File: config.mk
export PLATFORM = sky130hd
export DESIGN_NAME = dpa_top
export DESIGN_NICKNAME = d
export VERILOG_FILES = /design/src/rtl/dpa_pkg.sv /design/src/rtl/dpa_lane_mul.sv /design/src/rtl/dpa_lane_sum.sv /design/src/rtl/dpa_sat_add.sv /design/src/rtl/dpa_top.sv
export SDC_FILE = /design/constraint.sdc
export NUM_CORES = 1
export LEC_CHECK = 0
export ABC_CLOCK_PERIOD_IN_PS = 15200
export BUFFER_PORTS_ARGS = -buffer_cell sky130_fd_sc_hd__buf_2
export CORE_UTILIZATION = 61
export DETAILED_ROUTE_END_ITERATION = 10
export HOLD_SLACK_MARGIN = 0.12
export PLACE_DENSITY = 0.89
export SLEW_MARGIN = 20
export SYNTH_ARGS = -nofsm -noshare
export SYNTH_HDL_FRONTEND = slang
export SYNTH_SLANG_ARGS = --single-unit
File: constraint.sdc
create_clock -name clk -period 15.2 [get_ports clk]
set_input_delay 3.04 -clock clk [delete_from_list [all_inputs] [get_ports clk]]
set_output_delay 3.04 -clock clk [all_outputs]
set_load 0.005 [all_outputs]
File: src/rtl/dpa_pkg.sv
package dpa_pkg;

  typedef enum logic [1:0] {
    DPA_SS     = 2'b00,
    DPA_SU     = 2'b01,
    DPA_UU     = 2'b10,
    DPA_UU_ALT = 2'b11
  } dpa_mode_e;

  // Lane A is read as signed in both the signed and the mixed mode.
  function automatic logic a_is_signed(input logic [1:0] mode);
    return (mode == DPA_SS) || (mode == DPA_SU);
  endfunction

  // Lane B is read as signed only in the fully signed mode.
  function automatic logic b_is_signed(input logic [1:0] mode);
    return mode == DPA_SS;
  endfunction

  // Clamping uses the unsigned range for both unsigned codes.
  function automatic logic uses_unsigned_range(input logic [1:0] mode);
    return mode[1];
  endfunction

endpackage

File: src/rtl/dpa_lane_mul.sv
module dpa_lane_mul #(
  parameter int LANE_W = 8,
  parameter int EXT_W  = LANE_W + 1,
  parameter int PROD_W = 2 * EXT_W
) (
  input  logic [LANE_W-1:0] a_lane,
  input  logic [LANE_W-1:0] b_lane,
  input  logic              a_sgn,
  input  logic              b_sgn,
  output logic [PROD_W-1:0] prod
);

  // One extra bit carries either the sign or a zero, so a single
  // signed multiplier serves every signedness mix.
  logic signed [EXT_W-1:0]  a_ext;
  logic signed [EXT_W-1:0]  b_ext;
  logic signed [PROD_W-1:0] p_s;

  always_comb begin
    a_ext = {a_sgn & a_lane[LANE_W-1], a_lane};
    b_ext = {b_sgn & b_lane[LANE_W-1], b_lane};
    p_s   = a_ext * b_ext;
    prod  = p_s;
  end

endmodule

File: src/rtl/dpa_lane_sum.sv
module dpa_lane_sum #(
  parameter int LANES  = 4,
  parameter int PROD_W = 18,
  parameter int SUM_W  = PROD_W + $clog2(LANES)
) (
  input  logic [LANES*PROD_W-1:0] prods,
  output logic [SUM_W-1:0]        sum
);

  logic [PROD_W-1:0] p [LANES];

  for (genvar g = 0; g < LANES; g++) begin : g_split
    assign p[g] = prods[g*PROD_W +: PROD_W];
  end

  // Exact sum: SUM_W leaves room for LANES worst-case products.
  always_comb begin
    sum = '0;
    for (int i = 0; i < LANES; i++) begin
      sum = sum + {{(SUM_W-PROD_W){p[i][PROD_W-1]}}, p[i]};
    end
  end

endmodule

File: src/rtl/dpa_sat_add.sv
module dpa_sat_add #(
  parameter int RES_W = 32,
  parameter int SUM_W = 20
) (
  input  logic [RES_W-1:0] acc,
  input  logic [SUM_W-1:0] lane_sum,
  input  logic             uns,
  output logic [RES_W-1:0] result,
  output logic             sat
);

  localparam int WIDE_W = RES_W + 1;
  localparam logic [RES_W-1:0] SMAX = {1'b0, {(RES_W-1){1'b1}}};
  localparam logic [RES_W-1:0] SMIN = {1'b1, {(RES_W-1){1'b0}}};
  localparam logic [RES_W-1:0] UMAX = {RES_W{1'b1}};

  logic [WIDE_W-1:0] acc_w;
  logic [WIDE_W-1:0] sum_w;
  logic [WIDE_W-1:0] total;

  always_comb begin
    acc_w = {(uns ? 1'b0 : acc[RES_W-1]), acc};
    sum_w = {{(WIDE_W-SUM_W){lane_sum[SUM_W-1]}}, lane_sum};
    total = acc_w + sum_w;
    if (uns) begin
      // The lane sum is never negative here, so only a carry out can occur.
      sat    = total[RES_W];
      result = total[RES_W] ? UMAX : total[RES_W-1:0];
    end else begin
      sat    = total[RES_W] ^ total[RES_W-1];
      result = !sat ? total[RES_W-1:0] : (total[RES_W] ? SMIN : SMAX);
    end
  end

endmodule

File: src/rtl/dpa_top.sv
module dpa_top
  import dpa_pkg::*;
#(
  parameter int RES_W  = 32,
  parameter int LANES  = 4,
  parameter int LANE_W = 8
) (
  input  logic                    clk,
  input  logic                    rst,
  input  logic                    in_valid,
  input  logic [LANES*LANE_W-1:0] in_a,
  input  logic [LANES*LANE_W-1:0] in_b,
  input  logic [1:0]              in_mode,
  input  logic [RES_W-1:0]        in_acc,
  output logic                    out_valid,
  output logic [RES_W-1:0]        out_result,
  output logic                    out_sat
);

  localparam int EXT_W  = LANE_W + 1;
  localparam int PROD_W = 2 * EXT_W;
  localparam int SUM_W  = PROD_W + $clog2(LANES);

  logic                    a_sgn;
  logic                    b_sgn;
  logic                    uns;
  logic [LANES*PROD_W-1:0] prods;
  logic [SUM_W-1:0]        lane_sum;
  logic [RES_W-1:0]        sat_res;
  logic                    sat_hit;

  always_comb begin
    a_sgn = a_is_signed(in_mode);
    b_sgn = b_is_signed(in_mode);
    uns   = uses_unsigned_range(in_mode);
  end

  for (genvar g = 0; g < LANES; g++) begin : g_lane
    dpa_lane_mul #(
      .LANE_W (LANE_W),
      .EXT_W  (EXT_W),
      .PROD_W (PROD_W)
    ) u_mul (
      .a_lane (in_a[g*LANE_W +: LANE_W]),
      .b_lane (in_b[g*LANE_W +: LANE_W]),
      .a_sgn  (a_sgn),
      .b_sgn  (b_sgn),
      .prod   (prods[g*PROD_W +: PROD_W])
    );
  end

  dpa_lane_sum #(
    .LANES  (LANES),
    .PROD_W (PROD_W),
    .SUM_W  (SUM_W)
  ) u_sum (
    .prods (prods),
    .sum   (lane_sum)
  );

  dpa_sat_add #(
    .RES_W (RES_W),
    .SUM_W (SUM_W)
  ) u_sat (
    .acc      (in_acc),
    .lane_sum (lane_sum),
    .uns      (uns),
    .result   (sat_res),
    .sat      (sat_hit)
  );

  always_ff @(posedge clk) begin
    if (rst) begin
      out_valid  <= 1'b0;
      out_result <= '0;
      out_sat    <= 1'b0;
    end else begin
      out_valid <= in_valid;
      if (in_valid) begin
        out_result <= sat_res;
        out_sat    <= sat_hit;
      end
    end
  end

endmodule

Word-level counts from Yosys, hierarchy flattened
Index checks and enable logic that the tools add are counted.
{"block": "word_totals", "in_bits": 101, "out_inout_bits": 34, "register_bits": 34}
{"block": "op_classes", "n_bitwise": 9, "add_sub_neg": 4, "mux": 6, "reduce_logical": 2, "n_eq_ne": 1, "mul": 4}
{"op": "two-way mux 32 bit", "count": 4}
{"op": "multiplier 9 x 9 -> 18 bit", "count": 4}
{"op": "adder 20 bit", "count": 2}
{"op": "adder 33 bit", "count": 1}
{"op": "adder 18 x 18 -> 19 bit", "count": 1}
{"op": "bitwise AND 1 bit", "count": 8}
{"op": "== test 2 x 1 -> 1 bit, second input constant", "count": 1}
{"op": "zero test 2 bit", "count": 1}
{"op": "two-way mux 1 bit", "count": 2}
{"op": "logical OR 1 bit", "count": 1}
{"op": "bitwise XOR 1 bit", "count": 1}

Depth between registers and ports, before layout
Gate-level depths: netlist of the first run.
{"block": "depth", "word_depth": 11, "depth_mapped": 50, "mapped_depth_nobuf": 48}

Modules after synthesis
From an unflattened synthesis of the first run, not the netlist that was laid out.
{"block": "unflattened", "cells_unflattened": 2092, "area_unflattened_um2": 17789.6}
{"mod": "dpa_lane_mul at g_lane[0].u_mul ...", "n_inst": 2, "cells_each": 354, "seq_area_each_um2": 0.0, "area_each_um2": 3094.2}
{"mod": "dpa_lane_mul at g_lane[2].u_mul", "n_inst": 1, "cells_each": 356, "seq_area_each_um2": 0.0, "area_each_um2": 3125.5}
{"mod": "dpa_lane_mul at g_lane[3].u_mul", "n_inst": 1, "cells_each": 354, "seq_area_each_um2": 0.0, "area_each_um2": 3095.5}
{"mod": "dpa_sat_add", "n_inst": 1, "cells_each": 312, "seq_area_each_um2": 0.0, "area_each_um2": 2193.4}
{"mod": "dpa_lane_sum", "n_inst": 1, "cells_each": 251, "seq_area_each_um2": 0.0, "area_each_um2": 1948.1}
{"mod": "dpa_top", "n_inst": 1, "cells_each": 111, "seq_area_each_um2": 680.7, "area_each_um2": 1238.7}

Least setup slack after synthesis of the first run
Ideal clock, no wire load.
{"block": "synth_path", "kind": "input-to-reg", "from": "input port in_a[7]", "to": "register out_result[0]", "path_slack_ns": 1.221, "required_time_ns": 15.054, "n_path_buf": 3, "cell_stages": 45, "arrival_time_ns": 13.833, "cell_sequence": "clkbuf_1 nor2b_1 and2_1 fa_1 fa_1 inv_1 fa_1 fa_1 inv_1 fa_1 fa_1 inv_1 fa_1 inv_1 ha_1 o21ai_0 a21oi_1 o21ai_0 [... 9 more ...] a31oi_4 xnor2_2 ha_1 a221oi_1 nor2b_1 a21o_1 a211oi_1 o21ai_0 mux2_4 nand3_2 xnor2_4 inv_1 ha_1 nand2_1 nand2_1 mux2i_2 buf_6 a211oi_2"}
{"block": "synth_between", "elab_chain_cells": 9, "word_cells_on_any_way": 11}
{"element": "from (decl)", "line": "dpa_top.sv:11", "rtl": "input logic [LANES*LANE_W-1:0] in_a,"}
{"element": "bitwise AND 1 bit", "line": "dpa_lane_mul.sv:20", "rtl": "a_ext = {a_sgn & a_lane[LANE_W-1], a_lane};"}
{"element": "multiplier 9 x 9 -> 18 bit *", "line": "dpa_lane_mul.sv:22", "rtl": "p_s = a_ext * b_ext;"}
{"element": "adder 18 x 18 -> 19 bit *", "line": "dpa_lane_sum.sv:20", "rtl": "sum = sum + {{(SUM_W-PROD_W){p[i][PROD_W-1]}}, p[i]};"}
{"element": "adder 20 bit * (2 in series)", "line": "dpa_lane_sum.sv:20"}
{"element": "adder 33 bit *", "line": "dpa_sat_add.sv:24", "rtl": "total = acc_w + sum_w;"}
{"element": "two-way mux 32 bit or bitwise XOR 1 bit (tied branches)", "line": "dpa_sat_add.sv:31, dpa_sat_add.sv:30"}
{"element": "two-way mux 32 bit", "line": "dpa_sat_add.sv:31", "rtl": "result = !sat ? total[RES_W-1:0] : (total[RES_W] ? SMIN : SMAX);"}
{"element": "two-way mux 32 bit *", "line": "dpa_sat_add.sv:25", "rtl": "if (uns) begin"}
{"element": "to (signal assigned)", "line": "dpa_top.sv:80", "rtl": "out_result <= sat_res;"}
{"element": "to (decl)", "line": "dpa_top.sv:16", "rtl": "output logic [RES_W-1:0] out_result,"}
Mark *: on every way between the ends. The rest lies on a longest branch, timed or not.
A chain may end at the register's enable or synchronous reset.

Worst setup path after layout of the first run
{"block": "layout_path", "from": "input port in_a[15]", "to": "register out_result[23]"}
Same word-level chain as after synthesis.

==> results of run 1 <==
==> through the flow <==
step	std cells	setup slack [ns]
2_1_floorplan	1908	1.22
3_3_place_gp	2335	0.472
3_5_place_dp	2335	0.0627
4_1_cts	2343	0.314
5_1_grt	2344	0.00990
6_report	2345	0.608
==> per-layer routing <==
metal / up-vias / wire length, um / track usage, %
li1: 6053 / - / -
met1: 6582 / 15400 / 36.0
met2: 434 / 20100 / 52.2
met3: 95 / 1560 / 1.74
met4: 0 / 1360 / 10.2
met5: - / 0 / 0
==> logic make-up (layout without fill, tap and decap cells) <==
group,after synthesis,count (layout)
and+or+nand+nor,551,551
adders and majority gates,541,541
buffers and inverters,467,561
AOI/OAI and AO/OA,216,216
xor gates and xnor gates,97,97
DFF,34,34
muxes,2,2
other,0,2
==> worst min-delay path, cell delays in order (launching register included) <==
cell     delay [ns]
dfxtp_1        0.30
nor2_1         0.09
nor3_1         0.05
==> how the worst max path moves through the flow <==
stage	slack, ns	endpoint	depth (start not counted)
after detailed placement	0.06	out_result[28]$_SDFFE_PP0P_	45
after global placement	0.47	out_result[20]$_SDFFE_PP0P_	45
after global routing	0.01	out_result[23]$_SDFFE_PP0P_	45
after CTS	0.31	out_result[23]$_SDFFE_PP0P_	45
final	0.61	out_result[23]$_SDFFE_PP0P_	45
after floorplan	1.22	out_result[0]$_SDFFE_PP0P_	45
==> cells in the mapped netlist, drive strengths merged, types with 3 or more instances <==
library cell,instances
o21bai,4
nor2b,15
dfxtp,34
nand2,211
a211oi,37
a21o,23
and3,4
o21ai,44
ha,208
o21a,9
inv,413
a31oi,3
and2,150
nand3,22
nand4,7
o211ai,10
fa,333
nor3,12
xor2,22
or2,31
a21oi,57
nand2b,11
o22ai,3
xnor2,75
a41o,3
or3,5
a211o,3
nor2,78
buf,4
clkbuf,50
a21boi,5
==> cell type report <==
class                      instances  share of cell area, %
clock inverter                     1                  0.167
inverter                         413                   8.61
sequential                        34                   3.78
multi-input combinational       1407                   80.3
clock buffer                       7                  0.737
antenna                            2                 0.0278
timing repair buffer             140                   4.00
tap                              341                   2.37
==> state kept, by name, indices dropped and copies added (netlist names) <==
register,count
out_result,32
out_sat,1
out_valid,1
==> impl_metrics.py, run 1 <==
metrics = {
    "clock_tree": {
        "clock_tree_from_tritoncts": "yes",
        "clock_sink_count": 34,
        "cts_max_level": 2,
        "cts_hold_buffers": 0,
        "clk_pin_slew_worst_paths_ns": 0.05,
        "cts.path.max_buffers": 2,
        "post_cts.resized_instances": 0,
        "cts-root-buf": "clkbuf_16",
        "post-cts-setup-buffer-count": 0,
        "clk-insertion-delay-late_ns": 0.28,
        "tritoncts_buffer_count": 5,
    },
    "setup_path": {
        "arrival_ns": 14.78,
        "worst_path_dominant_cell_family": "adder cells",
        "critPathMaxStageDelay_ns": 0.59,
        "cpMostUsedCell": "fa_1",
        "setup.worst_path.class": "in -> reg",
        "r2r_end": "out_result[14]$_SDFFE_PP0P_",
        "cp_num_buf_inv": 7,
        "timing.critical_path.from": "in_a[15]",
        "r2r_start": "out_result[14]$_SDFFE_PP0P_",
        "path_max_fanout": 31,
        "slowest_stage": "fa_1",
        "rr_worst_depth": 2,
        "crit_path_end_kind": "flip-flop",
        "setup.reg_to_reg.worst_slack_ns": 14.47,
        "worst-endpoint-required_ns": 15.39,
        "critical_path.startpoint_type": "primary input",
    },
    "floorplanning": {
        "floorplan.io_pins": 135,
        "rows": 60,
        "floorplan.initialDensity_pct": 62.5,
        "die_h_um": 168,
        "die_w_um": 168,
        "core_mm2": 0.0270,
        "die-area_mm2": 0.0284,
    },
    "synthesis": {
        "synth-seq-area-share_pct": 4.03,
        "number_of_enable_flip_flop_cells_after_synthesis": 0,
        "synthesis.instances": 1908,
        "synth.area.top_cells": "fa_1 39%, ha_1 15%, inv_1 9.2%",
        "synthesis.area_per_instance_um2": 8.85,
        "largest_family_of_logic_cells_by_synthesized_area": "adder cells",
        "synthesis.yosys.warnings": 0,
        "synth_simple_gate_area_share_pct": 16.0,
        "synth_xor_area_share_pct": 5.18,
        "synth.mux.area_fraction_pct": 0.170,
        "synth_adder_area_share_pct": 54.9,
        "async_reset_ff_share_pct": 0,
        "synth_nets": 2550,
        "synth_area_mm2": 0.0169,
        "yosys.area.top_type_share_pct": 39.5,
        "synth.ff_latch_count": 34,
        "ys_dominant_reg_cell": "dfxtp_1",
        "synth_compound_area_share_pct": 9.29,
        "library_cells_used_by_synthesis": 57,
        "yosysTopAreaCell": "fa_1",
    },
    "routing": {
        "routed_via_density": 5.61,
        "antenna_left": 0,
        "drt_first_iter_violations": 731,
        "num_vias": 13200,
        "routed_wl_um": 38500,
        "drt_pre_antenna_iters": 5,
        "routed_wire_length_per_instance_um": 16.4,
        "post-route-drc-count": 0,
    },
    "global_route": {
        "grt-ovfl-total": 0,
        "wire_length_of_the_first_global_routing_pass_um": 65900,
        "antenna_found_initial": 1,
        "maximum_number_of_pins_on_one_net_before_global_route_repair": 38,
        "grt_util_all_layers_pct": 28.7,
        "first_global_vias": 14000,
    },
    "sta": {
        "fin_worst_hold_slack_ns": 0.490,
        "slew-limit-headroom_pct": 38.1,
        "final-max-slew-violation-count": 0,
        "final_setup_skew_ns": 0,
        "max_freq_mhz": 68.5,
        "setup_viol": 0,
        "final.period_utilization_pct": 96.0,
        "timing_hold_violations_final": 0,
        "fin_tns_setup_ns": 0,
        "rsz0062_at_grt": "no",
        "min_period_ns": 14.59,
        "max_slew.worst_pin.slew_ns": 0.928,
    },
    "hold_path": {
        "hold_path_depth": 2,
        "worstHoldStart": "out_sat$_SDFFE_PP0P_",
        "type_of_the_tightest_min_delay_check": "reg -> reg",
        "timing.hold.worst_endpoint": "out_sat$_SDFFE_PP0P_",
    },
    "layout": {
        "area_delta_synth_final_pct": 6.58,
        "layout.cells.most_common": "inv_1",
        "drive_above_1_share_pct": 10.8,
        "nFillCells": 2087,
        "utilization_pct": 66.6,
        "nets": 2643,
        "sequential_cell_area_um2": 681,
        "layout.cell_area.non_filler_mm2": 0.0180,
        "multi_input_area_mm2": 0.0145,
        "commonest_non_fill_non_tap_cells_in_the_layout": "413 x inv_1, 333 x fa_1, 211 x nand2_1",
    },
    "placed_design": {
        "globalplace.congestion": 0.920,
        "post_place_cell_area_mm2": 0.0178,
        "buffer_ports.inserted": 134,
        "half_perimeter_wire_length_of_the_detailed_placement_result_um": 33700,
    },
    "run": {
        "cap_violations": 0,
    },
    "run_status": {
        "outcome": "completed",
    },
}
Power of run 1 is not shown: default switching activity piles up to over one toggle a cycle in this logic, so the estimate is an artifact.
==> run 2, diff against run 1 <==
Settings changed: CORE_UTILIZATION 61 to 64, PLACE_DENSITY 0.89 to 0.92.
==> run 2 against run 1 <==
- first-iteration DRC count increased by 26%
- worst setup slack got worse by 0.044 ns
- clock skew did not move
- final cell count is 0.30% lower
- core utilization rose by 2.6 points
- register-to-register slack got worse by 0.03 ns
- fmax down 0.30%
- clock-buffer cell count is the same
==> impl_metrics.py, run 2 (synthesis results as in run 1) <==
metrics = {
    "run_status": {
        "outcome": "completed",
    },
    "clock_tree": {
        "clock_tree_from_tritoncts": "yes",
        "cts-root-buf": "clkbuf_16",
        "cts_max_level": 2,
        "tritoncts_buffer_count": 5,
        "clk_pin_slew_worst_paths_ns": 0.05,
        "clk-insertion-delay-late_ns": 0.28,
        "post-cts-setup-buffer-count": 0,
        "cts.path.max_buffers": 2,
        "clock_sink_count": 34,
    },
    "global_route": {
        "wire_length_of_the_first_global_routing_pass_um": 65400,
        "gr-max-usage-layer": "met2",
        "grt-ovfl-total": 0,
        "maximum_number_of_pins_on_one_net_before_global_route_repair": 38,
        "global_route.usage.met3_pct": 2.64,
        "groute.layer.met1.usage_pct": 36.5,
        "antenna_found_initial": 1,
        "grt_util_all_layers_pct": 30.3,
        "first_global_vias": 14300,
        "fraction_of_met2_tracks_used_by_global_routing_pct": 55.0,
    },
    "routing": {
        "routed_wire_length_per_instance_um": 16.7,
        "num_vias": 13300,
        "drt_pre_antenna_iters": 5,
        "routed_wl_um": 39100,
        "antenna_left": 0,
        "drt_first_iter_violations": 919,
        "routed_via_density": 5.70,
        "post-route-drc-count": 0,
    },
    "floorplanning": {
        "floorplan.io_pins": 135,
        "rows": 59,
        "floorplan.initialDensity_pct": 65.0,
        "die-area_mm2": 0.0271,
        "core_mm2": 0.0260,
        "die_h_um": 164,
        "die_w_um": 164,
    },
    "setup_path": {
        "cpMostUsedCell": "fa_1",
        "cp_num_buf_inv": 7,
        "critical_path.startpoint_type": "primary input",
        "arrival_ns": 14.83,
        "worst-endpoint-required_ns": 15.39,
        "worst_path_dominant_cell_family": "adder cells",
        "setup.worst_path.class": "in -> reg",
        "slowest_stage": "fa_1",
        "crit_path_end_kind": "flip-flop",
        "path_max_fanout": 31,
        "critPathMaxStageDelay_ns": 0.57,
    },
    "layout": {
        "largest_register_ffs": 32,
        "drive_above_1_share_pct": 10.9,
        "nets": 2643,
        "commonest_non_fill_non_tap_cells_in_the_layout": "413 x inv_1, 333 x fa_1, 211 x nand2_1",
        "layout.cells.most_common": "inv_1",
        "largest_register": "out_result",
        "largest_registers": "out_result x32, out_sat x1, out_valid x1",
        "area_delta_synth_final_pct": 6.51,
    },
    "hold_path": {
        "type_of_the_tightest_min_delay_check": "reg -> reg",
    },
    "sta": {
        "final_setup_skew_ns": 0,
        "timing_hold_violations_final": 0,
        "final.period_utilization_pct": 96.3,
        "slew-limit-headroom_pct": 39.0,
        "max_freq_mhz": 68.3,
        "layout_setup_ws_ns": 0.564,
        "max_slew.worst_pin.slew_ns": 0.915,
        "fin_tns_setup_ns": 0,
        "rsz0062_at_grt": "no",
        "final-max-slew-violation-count": 0,
        "min_period_ns": 14.64,
        "setup_viol": 0,
    },
    "placed_design": {
        "globalplace.congestion": 0.910,
        "placement.setup.worst_slack_ns": 0.0364,
        "half_perimeter_wire_length_of_the_detailed_placement_result_um": 33700,
        "buffer_ports.inserted": 134,
    },
    "run": {
        "cap_violations": 0,
    },
}
## run 2: cell type report
type,instances,area [um2]
Clock inverter,1,5.00
Timing Repair Buffer,140,719
Clock buffer,7,143
Multi-Input combinational cell,1407,14500
Sequential cell,34,681
Antenna cell,1,2.50
Fill cell,1902,7990
Tap cell,335,419
Inverter,413,1550
## run 2: path summary, 6_finish.rpt
check / to / start / cells after the start / slack, ns
worst min register to register: out_result[31]$_SDFFE_PP0P_ / out_result[31]$_SDFFE_PP0P_ / 2 / 0.48
worst min-delay path: out_result[31]$_SDFFE_PP0P_ / out_result[31]$_SDFFE_PP0P_ / 2 / 0.48
worst max register to register: out_result[6]$_SDFFE_PP0P_ / out_result[6]$_SDFFE_PP0P_ / 2 / 14.44
worst max-delay path: out_result[23]$_SDFFE_PP0P_ / in_mode[1] / 46 / 0.56
## run 2: layer usage
metal | wire [um] | up-vias
met5 | 0 | -
met4 | 1810 | 0
met3 | 1980 | 138
met2 | 20100 | 477
met1 | 15200 | 6660
li1 | - | 6057
## run 2: per-stage QoR
step	hold WS [ns]	utilization (%)	instance area, um2	cells
3_3_place_gp	0.463	68.6	17800	2329
3_5_place_dp	0.468	68.6	17800	2329
6_report	0.476	69.3	18000	2338
4_1_cts	0.479	69.1	18000	2337
2_1_floorplan	0.469	-	16900	1908
5_1_grt	0.494	69.3	18000	2338
## run 2: what timing repair did
| item | CTS | global route |
|---|---|---|
| hold buffers | 0 | 0 |
| setup endpoints to repair | 0 | 32 |
| resized for setup | 0 | 6 |
## run 2: worst min-delay path, stage by stage (launching register included)
cell and delay, ns:
dfxtp_1 0.30, nor2_1 0.08, nor3_1 0.05
Power of run 2 is left out for the same reason.
==> run 3, diff against run 2 <==
Settings changed: BUFFER_PORTS_ARGS -buffer_cell sky130_fd_sc_hd__buf_2 to -buffer_cell sky130_fd_sc_hd__buf_4, CAP_MARGIN set to 20.
==> run 3 against run 2 <==
- wire length rose by 1.1%
- core utilization rose by 1.2 points
- critical path depth rose by 1
- critical path type unchanged
==> impl_metrics.py, run 3 (synthesis results as in run 1) <==
metrics = {
    "setup_path": {
        "cpMostUsedCell": "fa_1",
        "rr_worst_depth": 2,
        "worst-endpoint-required_ns": 15.40,
        "slowest_stage": "fa_1",
        "setup.worst_path.class": "in -> reg",
        "path_max_fanout": 31,
        "critical_path.startpoint_type": "primary input",
        "critPathMaxStageDelay_ns": 0.56,
        "arrival_ns": 14.82,
        "crit_path_end_kind": "flip-flop",
    },
    "global_route": {
        "grt_util_all_layers_pct": 31.2,
        "global_route.usage.met3_pct": 2.39,
        "gr-max-usage-layer": "met2",
        "maximum_number_of_pins_on_one_net_before_global_route_repair": 38,
        "first_global_vias": 14600,
        "antenna_found_initial": 1,
        "wire_length_of_the_first_global_routing_pass_um": 67200,
        "fraction_of_met2_tracks_used_by_global_routing_pct": 56.6,
        "groute.layer.met1.usage_pct": 38.2,
        "grt-ovfl-total": 0,
    },
    "layout": {
        "multi_input_area_mm2": 0.0145,
        "sequential_cell_area_um2": 681,
        "area_delta_synth_final_pct": 8.43,
        "layout.cell_area.non_filler_mm2": 0.0183,
        "largest_register_ffs": 32,
        "largest_registers": "out_result x32, out_sat x1, out_valid x1",
        "layout.cells.most_common": "inv_1",
        "commonest_non_fill_non_tap_cells_in_the_layout": "413 x inv_1, 333 x fa_1, 209 x nand2_1",
        "nFillCells": 1834,
        "instances_no_fill": 2336,
        "largest_register": "out_result",
        "drive_above_1_share_pct": 11.0,
        "nets": 2641,
    },
    "clock_tree": {
        "clock_tree_from_tritoncts": "yes",
        "tritoncts_buffer_count": 5,
        "clk_pin_slew_worst_paths_ns": 0.05,
        "post_cts.resized_instances": 0,
        "post-cts-setup-buffer-count": 0,
        "cts-root-buf": "clkbuf_16",
        "clk-insertion-delay-late_ns": 0.28,
        "cts_hold_buffers": 0,
        "cts_max_level": 2,
        "clock_sink_count": 34,
        "cts.path.max_buffers": 2,
    },
    "sta": {
        "final_setup_skew_ns": 0,
        "final.period_utilization_pct": 96.1,
        "fin_tns_setup_ns": 0,
        "slew-limit-headroom_pct": 48.1,
        "final-max-slew-violation-count": 0,
        "max_freq_mhz": 68.4,
        "fin_worst_hold_slack_ns": 0.488,
        "setup_viol": 0,
        "min_period_ns": 14.61,
        "timing_hold_violations_final": 0,
        "max_slew.worst_pin.slew_ns": 0.768,
    },
    "hold_path": {
        "type_of_the_tightest_min_delay_check": "reg -> reg",
        "hold_path_depth": 2,
    },
    "floorplanning": {
        "die_h_um": 164,
        "rows": 59,
        "floorplan.io_pins": 135,
        "floorplan.initialDensity_pct": 65.0,
        "core_mm2": 0.0260,
        "die_w_um": 164,
        "die-area_mm2": 0.0271,
    },
    "routing": {
        "post-route-drc-count": 0,
        "routed_wire_length_per_instance_um": 16.9,
        "routed_via_density": 5.72,
        "num_vias": 13400,
        "routed_wl_um": 39500,
        "drt_pre_antenna_iters": 5,
        "drt_first_iter_violations": 1016,
        "antenna_left": 0,
    },
    "placed_design": {
        "half_perimeter_wire_length_of_the_detailed_placement_result_um": 34000,
        "post_place_cell_area_mm2": 0.0181,
        "dp.cells": 2327,
        "buffer_ports.inserted": 134,
        "globalplace.congestion": 0.898,
    },
    "run_status": {
        "outcome": "completed",
    },
    "run": {
        "cap_violations": 0,
    },
}
-- run 3: cell type report --
class / instances / share of cell area [%]
multi-input cells: 1407 / 79.0
diodes: 1 / 0.0137
clock buffers: 7 / 0.779
inverters: 413 / 8.46
clock inverters: 1 / 0.0273
well taps: 335 / 2.29
flip-flops and latches: 34 / 3.72
repair buffers: 138 / 5.68
-- run 3: metal layers --
metal,wire length [um],up-vias
met4,1700,0
met3,2290,130
li1,-,6058
met1,15100,6620
met5,0,-
met2,20400,548
-- run 3: final timing paths --
path	start	end	slack [ns]
hold reg to reg	out_result[31]$_SDFFE_PP0P_	out_result[31]$_SDFFE_PP0P_	0.49
setup / recovery	in_mode[1]	out_result[23]$_SDFFE_PP0P_	0.59
setup reg to reg	out_result[6]$_SDFFE_PP0P_	out_result[6]$_SDFFE_PP0P_	14.48
hold / removal	out_result[31]$_SDFFE_PP0P_	out_result[31]$_SDFFE_PP0P_	0.49
-- run 3: worst max-delay path: cells and delay by family --
kind / cells / cell delay, ns
compound gates: 14 / 2.65
fa+ha+maj: 12 / 5.09
simple gates: 9 / 2.06
buf+inv: 8 / 1.05
xor+xnor: 3 / 0.63
mux: 1 / 0.28
-- run 3: per-stage QoR --
step	util (%)	setup slack (ns)
finish	70.5	0.588
global route	70.5	-0.0501
CTS	70.4	0.429
detailed placement	69.8	0.178
global placement	69.8	0.714
floorplan	-	1.22
Power of run 3 is left out for the same reason.
